--- src/rtl/cmpint_pkg.sv ---
package cmpint_pkg;
  localparam int unsigned ADDR_W_D    = 8;
  localparam int unsigned DATA_W_D    = 8;
  localparam int unsigned SYNC_DEPTH  = 2;
  localparam logic [7:0]  CTRL_ADDR_D = 8'h20;
  localparam logic [7:0]  FLAG_ADDR_D = 8'h21;
  localparam logic [7:0]  EN_ADDR_D   = 8'h22;
  localparam int unsigned OUT_BIT     = 6;
  localparam int unsigned INV_BIT     = 4;
  localparam int unsigned CFG_W       = 4;
  localparam int unsigned FLAG_BIT    = 3;

  typedef enum logic [1:0] {
    SEL_NONE,
    SEL_CTRL,
    SEL_FLAG,
    SEL_EN
  } reg_sel_e;
endpackage

--- src/rtl/cmpint_sync.sv ---
module cmpint_sync #(
  parameter int unsigned STAGES = 2
) (
  input  logic clk,
  input  logic rst,
  input  logic d,
  output logic q
);
  logic [STAGES-1:0] chain;

  for (genvar i = 0; i < STAGES; i++) begin : g_stage
    if (i == 0) begin : g_first
      always_ff @(posedge clk) begin
        if (rst) chain[0] <= 1'b0;
        else     chain[0] <= d;
      end
    end else begin : g_next
      always_ff @(posedge clk) begin
        if (rst) chain[i] <= 1'b0;
        else     chain[i] <= chain[i-1];
      end
    end
  end

  assign q = chain[STAGES-1];
endmodule

--- src/rtl/cmpint_detect.sv ---
module cmpint_detect (
  input  logic clk,
  input  logic rst,
  input  logic sync_out,
  input  logic invert,
  input  logic access,
  output logic cmp_val,
  output logic mismatch,
  output logic snap_q
);
  // Live value after optional inversion.
  assign cmp_val = sync_out ^ invert;

  // Snapshot reloads on every control access with the value seen this cycle.
  always_ff @(posedge clk) begin
    if (rst)         snap_q <= 1'b0;
    else if (access) snap_q <= cmp_val;
  end

  assign mismatch = cmp_val ^ snap_q;
endmodule

--- src/rtl/cmpint_regs.sv ---
module cmpint_regs
  import cmpint_pkg::*;
#(
  parameter int unsigned ADDR_W    = ADDR_W_D,
  parameter int unsigned DATA_W    = DATA_W_D,
  parameter logic [ADDR_W-1:0] CTRL_ADDR = ADDR_W'(CTRL_ADDR_D),
  parameter logic [ADDR_W-1:0] FLAG_ADDR = ADDR_W'(FLAG_ADDR_D),
  parameter logic [ADDR_W-1:0] EN_ADDR   = ADDR_W'(EN_ADDR_D)
) (
  input  logic              clk,
  input  logic              rst,
  input  logic [ADDR_W-1:0] addr,
  input  logic              rd_en,
  input  logic              wr_en,
  input  logic [DATA_W-1:0] wdata,
  input  logic              cmp_val,
  input  logic              mismatch,
  output logic [DATA_W-1:0] rdata,
  output logic              invert,
  output logic              ctrl_acc,
  output logic              flag,
  output logic              flag_en,
  output logic              flag_wr
);
  localparam int unsigned CTRL_W = INV_BIT + 1;

  reg_sel_e          sel;
  logic [CFG_W-1:0]  cfg_q;
  logic [DATA_W-1:0] rd_mux;
  logic              unused_wbits;

  always_comb begin
    if      (addr == CTRL_ADDR) sel = SEL_CTRL;
    else if (addr == FLAG_ADDR) sel = SEL_FLAG;
    else if (addr == EN_ADDR)   sel = SEL_EN;
    else                        sel = SEL_NONE;
  end

  assign ctrl_acc = (rd_en | wr_en) && (sel == SEL_CTRL);
  assign flag_wr  = wr_en && (sel == SEL_FLAG);

  always_ff @(posedge clk) begin
    if (rst) begin
      cfg_q   <= '0;
      invert  <= 1'b0;
      flag_en <= 1'b0;
      flag    <= 1'b0;
    end else begin
      if (wr_en && sel == SEL_CTRL) {invert, cfg_q} <= wdata[CTRL_W-1:0];
      if (wr_en && sel == SEL_EN)   flag_en <= wdata[FLAG_BIT];
      // A mismatch outside a control access overrides any software write.
      if (mismatch && !ctrl_acc) flag <= 1'b1;
      else if (flag_wr)          flag <= wdata[FLAG_BIT];
    end
  end

  always_comb begin
    rd_mux = '0;
    unique case (sel)
      SEL_CTRL: begin
        rd_mux[OUT_BIT]     = cmp_val;
        rd_mux[INV_BIT]     = invert;
        rd_mux[CFG_W-1:0]   = cfg_q;
      end
      SEL_FLAG: rd_mux[FLAG_BIT] = flag;
      SEL_EN:   rd_mux[FLAG_BIT] = flag_en;
      default:  rd_mux = '0;
    endcase
  end

  always_ff @(posedge clk) begin
    if (rst)        rdata <= '0;
    else if (rd_en) rdata <= rd_mux;
    else            rdata <= '0;
  end

  assign unused_wbits = ^wdata[DATA_W-1:CTRL_W];
endmodule

--- src/rtl/cmp_change_irq.sv ---
module cmp_change_irq
  import cmpint_pkg::*;
#(
  parameter int unsigned ADDR_W    = ADDR_W_D,
  parameter int unsigned DATA_W    = DATA_W_D,
  parameter int unsigned SYNC_N    = SYNC_DEPTH,
  parameter logic [ADDR_W-1:0] CTRL_ADDR = ADDR_W'(CTRL_ADDR_D),
  parameter logic [ADDR_W-1:0] FLAG_ADDR = ADDR_W'(FLAG_ADDR_D),
  parameter logic [ADDR_W-1:0] EN_ADDR   = ADDR_W'(EN_ADDR_D)
) (
  input  logic              clk,
  input  logic              rst,
  input  logic [ADDR_W-1:0] addr,
  input  logic              rd_en,
  input  logic              wr_en,
  input  logic [DATA_W-1:0] wdata,
  output logic [DATA_W-1:0] rdata,
  input  logic              cmp_raw,
  input  logic              glb_en,
  input  logic              pie_en,
  output logic              irq
);
  logic sync_w, invert_w, ctrl_acc_w, cmp_val_w, mismatch_w, snap_w;
  logic flag_w, fen_w, flag_wr_w, flag_wbit_w;

  assign flag_wbit_w = wdata[FLAG_BIT];

  cmpint_sync #(.STAGES(SYNC_N)) sync_i (
    .clk(clk), .rst(rst), .d(cmp_raw), .q(sync_w)
  );

  cmpint_detect detect_i (
    .clk(clk), .rst(rst), .sync_out(sync_w), .invert(invert_w),
    .access(ctrl_acc_w), .cmp_val(cmp_val_w), .mismatch(mismatch_w),
    .snap_q(snap_w)
  );

  cmpint_regs #(
    .ADDR_W(ADDR_W), .DATA_W(DATA_W), .CTRL_ADDR(CTRL_ADDR),
    .FLAG_ADDR(FLAG_ADDR), .EN_ADDR(EN_ADDR)
  ) regs_i (
    .clk(clk), .rst(rst), .addr(addr), .rd_en(rd_en), .wr_en(wr_en),
    .wdata(wdata), .cmp_val(cmp_val_w), .mismatch(mismatch_w),
    .rdata(rdata), .invert(invert_w), .ctrl_acc(ctrl_acc_w),
    .flag(flag_w), .flag_en(fen_w), .flag_wr(flag_wr_w)
  );

  always_ff @(posedge clk) begin
    if (rst) irq <= 1'b0;
    else     irq <= flag_w & fen_w & pie_en & glb_en;
  end
endmodule

--- config.mk ---
export PLATFORM = sky130hd
export DESIGN_NAME = cmp_change_irq
export DESIGN_NICKNAME = d
export VERILOG_FILES = /design/src/rtl/cmpint_pkg.sv /design/src/rtl/cmpint_sync.sv /design/src/rtl/cmpint_detect.sv /design/src/rtl/cmpint_regs.sv /design/src/rtl/cmp_change_irq.sv
export SDC_FILE = /design/constraint.sdc
export NUM_CORES = 1
export LEC_CHECK = 0
export BUFFER_PORTS_ARGS = -buffer_cell sky130_fd_sc_hd__buf_4
export CORE_MARGIN = 4
export CORE_UTILIZATION = 41
export DETAILED_ROUTE_END_ITERATION = 10
export HOLD_SLACK_MARGIN = 0.05
export PLACE_DENSITY = 0.73
export RECOVER_POWER = 100
export SKIP_LAST_GASP = 1
export SYNTH_ARGS = -nofsm -noshare
export SYNTH_HDL_FRONTEND = slang
export SYNTH_SLANG_ARGS = --single-unit
--- constraint.sdc ---
create_clock -name clk -period 1.55 [get_ports clk]
set_clock_uncertainty 0.05 [all_clocks]
set_input_delay 0.155 -clock clk [delete_from_list [all_inputs] [get_ports clk]]
set_output_delay 0.155 -clock clk [all_outputs]
set_load 0.05 [all_outputs]
==> reports/metrics.cfg, run 1 <==
[placement]
dpl.hpwl_um = 1280
gp_congestion = 0.847
numPortBuffers = 26
placed_cell_area_um2 = 1020
dp_slack_ns = -0.00908

[synth]
ys_types = 29
yosysSeqAreaShare_pct = 44.4
synth.most_common_cell = dfxtp_1
synth_seq_cells = 17
async_flop_share_pct = 0
synth-edff-count = 0
synth_area_leaders = dfxtp_1, o31ai_1, nand4_1
syn_area_um2 = 766
synth_top_area_cell = dfxtp_1
synth_top_area_share_pct = 44.4
avgSynthCellArea_um2 = 9.69
synth_cells = 79
synthTopCellsByCount = dfxtp_1, a21oi_1, o31ai_1
synth_warnings = 0
synth_ff_type = dfxtp_1

[die]
start_util_pct = 43.9
core_area_um2 = 1750
fp-row-count = 15
ios = 32
die_y_um = 51.2
die_area_um2 = 2620
die_w_um = 51.2

[final_layout]
drive_gt1_share_pct = 27.4
areaGrowthSynthToFinish_pct = 33.0
diodes = 0
utilization_pct = 58.4
final_nets = 137
top_regs = regs_i.rdata (6), regs_i.cfg_q (4)
regMostFlops = regs_i.rdata
final_cell_area_um2 = 1020
num-fill-cells = 179
largest_reg_flops = 6

[global_routing]
grt_usage_pct = 14.4
antenna_found_initial = 0
grt_max_degree = 13
grt_overflow = 0
grt_pass1_wl_um = 2870
grt_pass1_vias = 642

[worst_hold_path]
hp-class = in2reg
worstHoldStart = rst
holdPathStages = 2
hold-path-endpoint = regs_i.cfg_q[2]$_SDFFE_PP0P_

[critical_path]
cp_slowest_cell = or4_1
r2r_end = regs_i.flag$_SDFFE_PP0P_
critPathKind = in2reg
worstPathRequired_ns = 1.67
timing.critical_path.cells = buf_4, or4_1, clkbuf_2, o31ai_1, a31oi_1
path_buf_inv = 2
crit_family = simple AND/OR/NAND/NOR gates
r2r_setup_slack_ns = 0.33
ff2ff_path_depth = 3
critPathMaxStageDelay_ns = 0.52
start_kind = input port
rr_startpoint = regs_i.invert$_SDFFE_PP0P_
arrival_ns = 1.43
crit_fanout = 9
end_kind = flip-flop
crit_start = addr[7]

[flow_run]
cap_violations = 0

[timing]
post-route-min-period_ns = 1.32
finalHoldViolations = 0
finalSetupViolCount = 0
relSlewSlack_pct = 60.1
final.setup.tns_ns = 0
timing.final.crit_share_pct = 85.0
final_max_slew_viol_count = 0
holdWs_ns = 0.0577
max_freq_ghz = 0.759
rsz0062_at_grt = false
tightest_slew_ns = 0.601
setup_ws_ns = 0.233

[detailed_routing]
drc_errors = 0
vias_per_cell = 5.14
routedWlPerCell_um = 12.8
finalWirelength_um = 1770
drt_iter0_markers = 17
firstDrtPassIters = 4
ant_nets = 0
via_count = 709

[cts]
htreeDepth = 1
post_cts_buffers = 0
worst_skew_pair.late_latency_ns = 0.29
tritoncts = built
clock_sinks = 17
cts_buffer_depth = 2
cts-root-buf = clkbuf_4
cts-resized-gates = 0
clk_pin_slew_worst_paths_ns = 0.10
cts_buffers = 3

[power_and_ir_drop]
power_density_nw_per_um2 = 768
ir_worst_vdd_uv = 387
p_leak_nw = 0.406

[run_status]
run_status = complete, no violations

## per-layer routing
metal	wire length (um)	track usage (%)
met2	838	23.4
met5	0	0
met1	783	18.4
met3	123	1.75
met4	27	7.86
## placed cells by master, fill, tap and decap left out, drive strengths merged, types with 2 or more instances in the layout
cell type,netlist,final
nand4,7,7
nand2b,2,2
or4,2,2
conb,1,2
buf,3,24
clkbuf,3,14
dfxtp,17,17
o31ai,8,8
inv,3,3
nand3b,2,2
nor2,2,2
a21oi,8,8
nor2b,3,3
and2,5,5
## final cells by class
class	instances	area, um^2	share of cell area, %
clock buffers	4	26.3	2.58
well taps	25	31.3	3.07
flip-flops and latches	17	340	33.4
repair buffers	35	233	22.9
multi-input cells	54	377	37.0
inverters	3	11.3	1.11
## report_power, final
part	internal (W)	leakage (nW)	switching, W
logic	0.0000529	0.253	0.0000518
clock network	0.000100	0.0150	0.000134
registers	0.000440	0.137	0.00000239
total	0.000594	0.406	0.000189
## per-stage QoR
stage / std cells / total power, W
after CTS: 138 / 0.000789
final: 138 / 0.000782
after detailed placement: 133 / 0.000556
after floorplan: 80 / 0.000500
after global routing: 138 / 0.000815
after global placement: 133 / 0.000554
## kinds of logic (layout without fill, tap and decap cells)
family | after synthesis | after routing | share of synthesized area (%)
buffers and inverters | 9 | 42 | 6.37
AOI/OAI and AO/OA | 19 | 19 | 15.7
xor gates and xnor gates | 2 | 2 | 4.25
and+or+nand+nor | 30 | 30 | 27.5
muxes | 1 | 1 | 1.31
other | 1 | 2 | 0.490
DFF | 17 | 17 | 44.4
## worst max path at each step
stage	end	slack [ns]	cells after the start
after floorplan	regs_i.flag_en$_SDFFE_PP0P_	0.04	4
after global placement	regs_i.flag$_SDFFE_PP0P_	-0.02	5
after detailed placement	regs_i.flag$_SDFFE_PP0P_	-0.009	5
after CTS	regs_i.flag$_SDFFE_PP0P_	0.29	5
after global routing	regs_i.flag$_SDFFE_PP0P_	0.09	5
final	regs_i.flag$_SDFFE_PP0P_	0.23	5
## what timing repair did
action / 4_1_cts / 5_1_grt
setup endpoints to repair: 0 / 0
hold buffers: 1 / 0
endpoints found under the hold margin: 1 / 0
(Power assumes the default switching activity.)
==> inputs of run 2 (changes only) <==
--- a/config.mk
+++ b/config.mk
@@ -7,10 +7,10 @@
 export LEC_CHECK = 0
 export BUFFER_PORTS_ARGS = -buffer_cell sky130_fd_sc_hd__buf_4
 export CORE_MARGIN = 4
-export CORE_UTILIZATION = 41
+export CORE_UTILIZATION = 45
 export DETAILED_ROUTE_END_ITERATION = 10
 export HOLD_SLACK_MARGIN = 0.05
-export PLACE_DENSITY = 0.73
+export PLACE_DENSITY = 0.76
 export RECOVER_POWER = 100
 export SKIP_LAST_GASP = 1
 export SYNTH_ARGS = -nofsm -noshare
==> constraint.sdc (replaced) <==
create_clock -name clk -period 1.32 [get_ports clk]
set_clock_uncertainty 0.05 [all_clocks]
set_input_delay 0.132 -clock clk [delete_from_list [all_inputs] [get_ports clk]]
set_output_delay 0.132 -clock clk [all_outputs]
set_load 0.05 [all_outputs]
==> reports/metrics.cfg, run 2 (same netlist as run 1, synthesis figures left out) <==
[cts]
tritoncts = built
cts-root-buf = clkbuf_4
htreeDepth = 1
worst_skew_pair.late_latency_ns = 0.30
clock_sinks = 17
clk_pin_slew_worst_paths_ns = 0.09
cts_buffers = 3
cts_buffer_depth = 2

[detailed_routing]
ant_nets = 0
drc_errors = 0
vias_per_cell = 5.73
drt_iter0_markers = 10
firstDrtPassIters = 4
via_count = 791
routedWlPerCell_um = 14.9
finalWirelength_um = 2050

[final_layout]
final_cell_mix = buf_4, dfxtp_1, o31ai_1, a21oi_1
num-fill-cells = 128
utilization_pct = 70.9
finalNonFillerCells = 138
areaGrowthSynthToFinish_pct = 44.4
diodes = 0
final_nets = 146
top_regs = regs_i.rdata (6), regs_i.cfg_q (4)
drive_gt1_share_pct = 39.3
largest_reg_flops = 6
final_common_cell = buf_4
regMostFlops = regs_i.rdata

[flow_run]
cap_violations = 0

[die]
die_area_um2 = 2430
start_util_pct = 49.1
ios = 32
die_y_um = 49.3
core_area_um2 = 1560
fp-row-count = 14
die_w_um = 49.3

[timing]
post-route-min-period_ns = 1.28
max_freq_ghz = 0.784
holdWs_ns = 0.0558
finalHoldViolations = 0
timing.final.crit_share_pct = 96.7
rsz0062_at_grt = false
finalSetupViolCount = 0
final_max_slew_viol_count = 0
final.setup.tns_ns = 0

[power_and_ir_drop]
ir_worst_vdd_uv = 418
p_leak_nw = 0.480
power_density_nw_per_um2 = 857

[critical_path]
crit_fanout = 6
worstPathRequired_ns = 1.44
arrival_ns = 1.40
critPathKind = in2reg
r2r_setup_slack_ns = 0.09
ff2ff_path_depth = 3
critPathMaxStageDelay_ns = 0.57
rr_startpoint = regs_i.invert$_SDFFE_PP0P_
timing.critical_path.cells = clkbuf_4, or4_4, buf_4, o31ai_1, a21oi_1
r2r_end = regs_i.flag$_SDFFE_PP0P_
end_kind = flip-flop
cp_slowest_cell = or4_4
start_kind = input port

[worst_hold_path]
hp-class = in2reg
hold-path-endpoint = regs_i.cfg_q[1]$_SDFFE_PP0P_
worstHoldStart = wdata[1]
holdPathStages = 3

[global_routing]
grt_pass1_vias = 726
grt_usage_pct = 18.9
grt_max_degree = 13
antenna_found_initial = 0
grt_pass1_wl_um = 3460
grt_overflow = 0

[placement]
dpl.hpwl_um = 1530
placed_cells = 130
gp_congestion = 0.828
numPortBuffers = 26

[run_status]
run_status = complete, no violations

[run 2: per-layer routing]
layer / share of wire [%] / global-route usage [%] / up-vias
met2: 53 / 34.4 / 41
met1: 37 / 19.6 / 368
met4: 2.9 / 9.95 / 0
met5: 0 / 0 / -
li1: - / - / 375
met3: 7.5 / 4.89 / 7
[run 2: worst max-delay path by stage]
| stage | end | start | depth (start not counted) | slack, ns |
|---|---|---|---|---|
| after floorplan | regs_i.flag_en$_SDFFE_PP0P_ | addr[7] | 4 | -0.15 |
| after global placement | regs_i.flag_en$_SDFFE_PP0P_ | addr[7] | 4 | -0.20 |
| after detailed placement | regs_i.cfg_q[0]$_SDFFE_PP0P_ | addr[1] | 5 | -0.29 |
| after CTS | regs_i.invert$_SDFFE_PP0P_ | addr[1] | 5 | 0.02 |
| after global routing | regs_i.rdata[4]$_SDFF_PP0_ | rst | 6 | 0.01 |
| final | regs_i.invert$_SDFFE_PP0P_ | addr[7] | 5 | 0.04 |
[run 2: timing repair]
item	4_1_cts	5_1_grt
hold buffers	5	0
hold endpoints to repair	7	0
setup endpoints to repair	0	3
gates resized for setup	0	2
buffers inserted	0	0
[run 2: layout make-up]
cell class / instances / area, um^2 / area share (%)
Timing Repair Buffer: 44 / 323 / 29.2
Sequential cell: 17 / 340 / 30.8
Inverter: 3 / 11.3 / 1.02
Multi-Input combinational cell: 54 / 384 / 34.7
Clock inverter: 1 / 5.00 / 0.452
Clock buffer: 3 / 22.5 / 2.04
Tap cell: 16 / 20.0 / 1.81
[run 2: power by group]
group          switching (W)  internal (W)
clock network       0.000168      0.000113
registers         0.00000266      0.000517
logic              0.0000664     0.0000803
total               0.000237      0.000710
[run 2: through the flow]
step | setup slack, ns | cell area, um^2 | total power [W]
after detailed placement | -0.293 | 1050 | 0.000666
after floorplan | -0.154 | 769 | 0.000587
after global routing | 0.0101 | 1110 | 0.000997
after CTS | 0.0172 | 1130 | 0.000946
final | 0.0442 | 1110 | 0.000947
after global placement | -0.197 | 1050 | 0.000663
[run 2: worst max-delay path: cells and delay by family]
kind	cells	cell delay (ns)
buffers and inverters	2	0.29
AND/OR/NAND/NOR	1	0.57
AO/OA/AOI/OAI	2	0.40
==> inputs of run 3 (changes only) <==
--- a/config.mk
+++ b/config.mk
@@ -12,6 +12,7 @@
 export HOLD_SLACK_MARGIN = 0.05
 export PLACE_DENSITY = 0.76
 export RECOVER_POWER = 100
+export SETUP_SLACK_MARGIN = 0.1
 export SKIP_LAST_GASP = 1
 export SYNTH_ARGS = -nofsm -noshare
 export SYNTH_HDL_FRONTEND = slang
==> reports/metrics.cfg, run 3 (same netlist as run 1, synthesis figures left out) <==
[power_and_ir_drop]
power_w = 0.000946
power_density_nw_per_um2 = 837
combPwrFrac_pct = 15.7
intPower_w = 0.000717
power_switching_w = 0.000229
ir_worst_vdd_uv = 462
clkPwrFrac_pct = 29.3
p_leak_nw = 0.489
switching_share_pct = 24.2
seq_power_share_pct = 55.0

[critical_path]
end_kind = flip-flop
arrival_ns = 1.42
worstPathRequired_ns = 1.50
cp_slowest_cell = or4_4
r2r_setup_slack_ns = 0.14
critPathKind = in2reg
crit_family = simple AND/OR/NAND/NOR gates
critPathMaxStageDelay_ns = 0.56
path_buf_inv = 1
crit_fanout = 5
start_kind = input port
timing.critical_path.cells = clkbuf_4, or4_4, or4_1, a21oi_1

[die]
die_y_um = 49.3
start_util_pct = 49.1
die_w_um = 49.3
fp-row-count = 14
die_area_um2 = 2430
core_area_um2 = 1560
ios = 32

[global_routing]
grt_pass1_wl_um = 3310
globalRoute.busiestLayer = met2
antenna_found_initial = 0
grt_usage_pct = 18.1
grt_overflow = 0
grt_max_degree = 12
met1_usage_pct = 19.9
grt_pass1_vias = 756
grt_use_met2_pct = 32.1
grt_use_met3_pct = 4.28

[final_layout]
largest_reg_flops = 6
diodes = 0
final_cell_mix = buf_4, dfxtp_1, a21oi_1, clkbuf_2
final_nets = 148
finalNonFillerCells = 140
utilization_pct = 72.5
final_common_cell = buf_4
final_cell_area_um2 = 1130
regMostFlops = regs_i.rdata
top_regs = regs_i.rdata (6), regs_i.cfg_q (4)
drive_gt1_share_pct = 40.3
areaGrowthSynthToFinish_pct = 47.5
num-fill-cells = 118

[timing]
setup_ws_ns = 0.0822
rsz0062_at_grt = true
finalHoldViolations = 0
finalSetupViolCount = 0
timing.final.crit_share_pct = 93.8
post-route-min-period_ns = 1.24
max_freq_ghz = 0.808
final_max_slew_viol_count = 0

[cts]
cts-root-buf = clkbuf_4
cts_buffer_depth = 2
clock_sinks = 17
clk_pin_slew_worst_paths_ns = 0.10
htreeDepth = 1
worst_skew_pair.late_latency_ns = 0.29
cts_buffers = 3
tritoncts = built

[detailed_routing]
vias_per_cell = 5.44
drt_iter0_markers = 24
finalWirelength_um = 1960
ant_nets = 0
drc_errors = 0
firstDrtPassIters = 4
via_count = 762
routedWlPerCell_um = 14.0

[worst_hold_path]
hp-class = in2reg

[placement]
dpl.hpwl_um = 1370
numPortBuffers = 26
gp_congestion = 0.869
placed_cell_area_um2 = 1050
dp_slack_ns = -0.209
placed_cells = 130

[run_status]
run_status = complete, no violations

[flow_run]
cap_violations = 0

==> run 3: changes by cell type in the layout (fill, tap and decap cells not counted) <==
cell           previous run  this run
buf_4                    31        29
buf_6                     0         1
clkbuf_1                  0         1
clkbuf_2                  7         8
clkbuf_4                  5         6
clkinv_2                  1         0
dfxtp_1                  17        16
dfxtp_2                   0         1
dlygate4sd3_1             4         5
o31ai_1                   8         7
o31ai_2                   0         1
==> run 3: worst paths after layout <==
check / from / end / cells after the start
setup / recovery: addr[7] / regs_i.flag_en$_SDFFE_PP0P_ / 4
hold / removal: wdata[1] / regs_i.cfg_q[1]$_SDFFE_PP0P_ / 3
setup reg to reg: regs_i.invert$_SDFFE_PP0P_ / regs_i.flag$_SDFFE_PP0P_ / 3
hold reg to reg: sync_i.chain[0]$_SDFF_PP0_ / sync_i.q$_SDFF_PP0_ / 1
==> run 3: layer usage <==
layer | wire (um) | part of all wire [%] | up-vias
li1 | - | - | 381
met1 | 804 | 41 | 346
met2 | 996 | 51 | 31
met3 | 124 | 6.3 | 4
met4 | 31 | 1.6 | 0
met5 | 0 | 0 | -
==> run 3: power groups by stage <==
stage               registers (W)  clock network (W)  logic (W)
detailed placement       0.000532                  0   0.000133
global route             0.000521           0.000314   0.000162
finish                   0.000520           0.000277   0.000148
CTS                      0.000520           0.000279   0.000147
global placement         0.000532                  0   0.000131
floorplan                0.000531                  0  0.0000564
==> run 3: repair_timing <==
| action | in CTS | in global routing |
|---|---|---|
| endpoints found under the hold margin | 11 | 0 |
| endpoints found under the setup margin | 1 | 6 |
| pin swaps | 0 | 0 |
| setup buffers | 0 | 1 |
| gates resized for setup | 2 | 6 |
| hold buffers | 5 | 0 |
| gates cloned | 0 | 0 |
==> run 3: area by class of cell <==
type                       instances  area (um^2)  share of cell area [%]
timing repair buffer              46          342                    30.2
inverter                           3         11.3                   0.997
tap                               16         20.0                    1.77
multi-input combinational         54          389                    34.4
sequential                        17          342                    30.2
clock buffer                       4         26.3                    2.33
==> run 3: tightest hold or removal path, stage by stage <==
cell and delay (ns):
buf_4 0.11, nand4_1 0.06, a21oi_1 0.05
==> run 3: through the flow <==
step | TNS (ns) | hold WS [ns]
after floorplan | -0.221 | 0.154
after global placement | -1.81 | 0.292
after detailed placement | -2.03 | 0.310
after CTS | 0 | 0.0560
after global routing | 0 | 0.0578
final | 0 | 0.0553
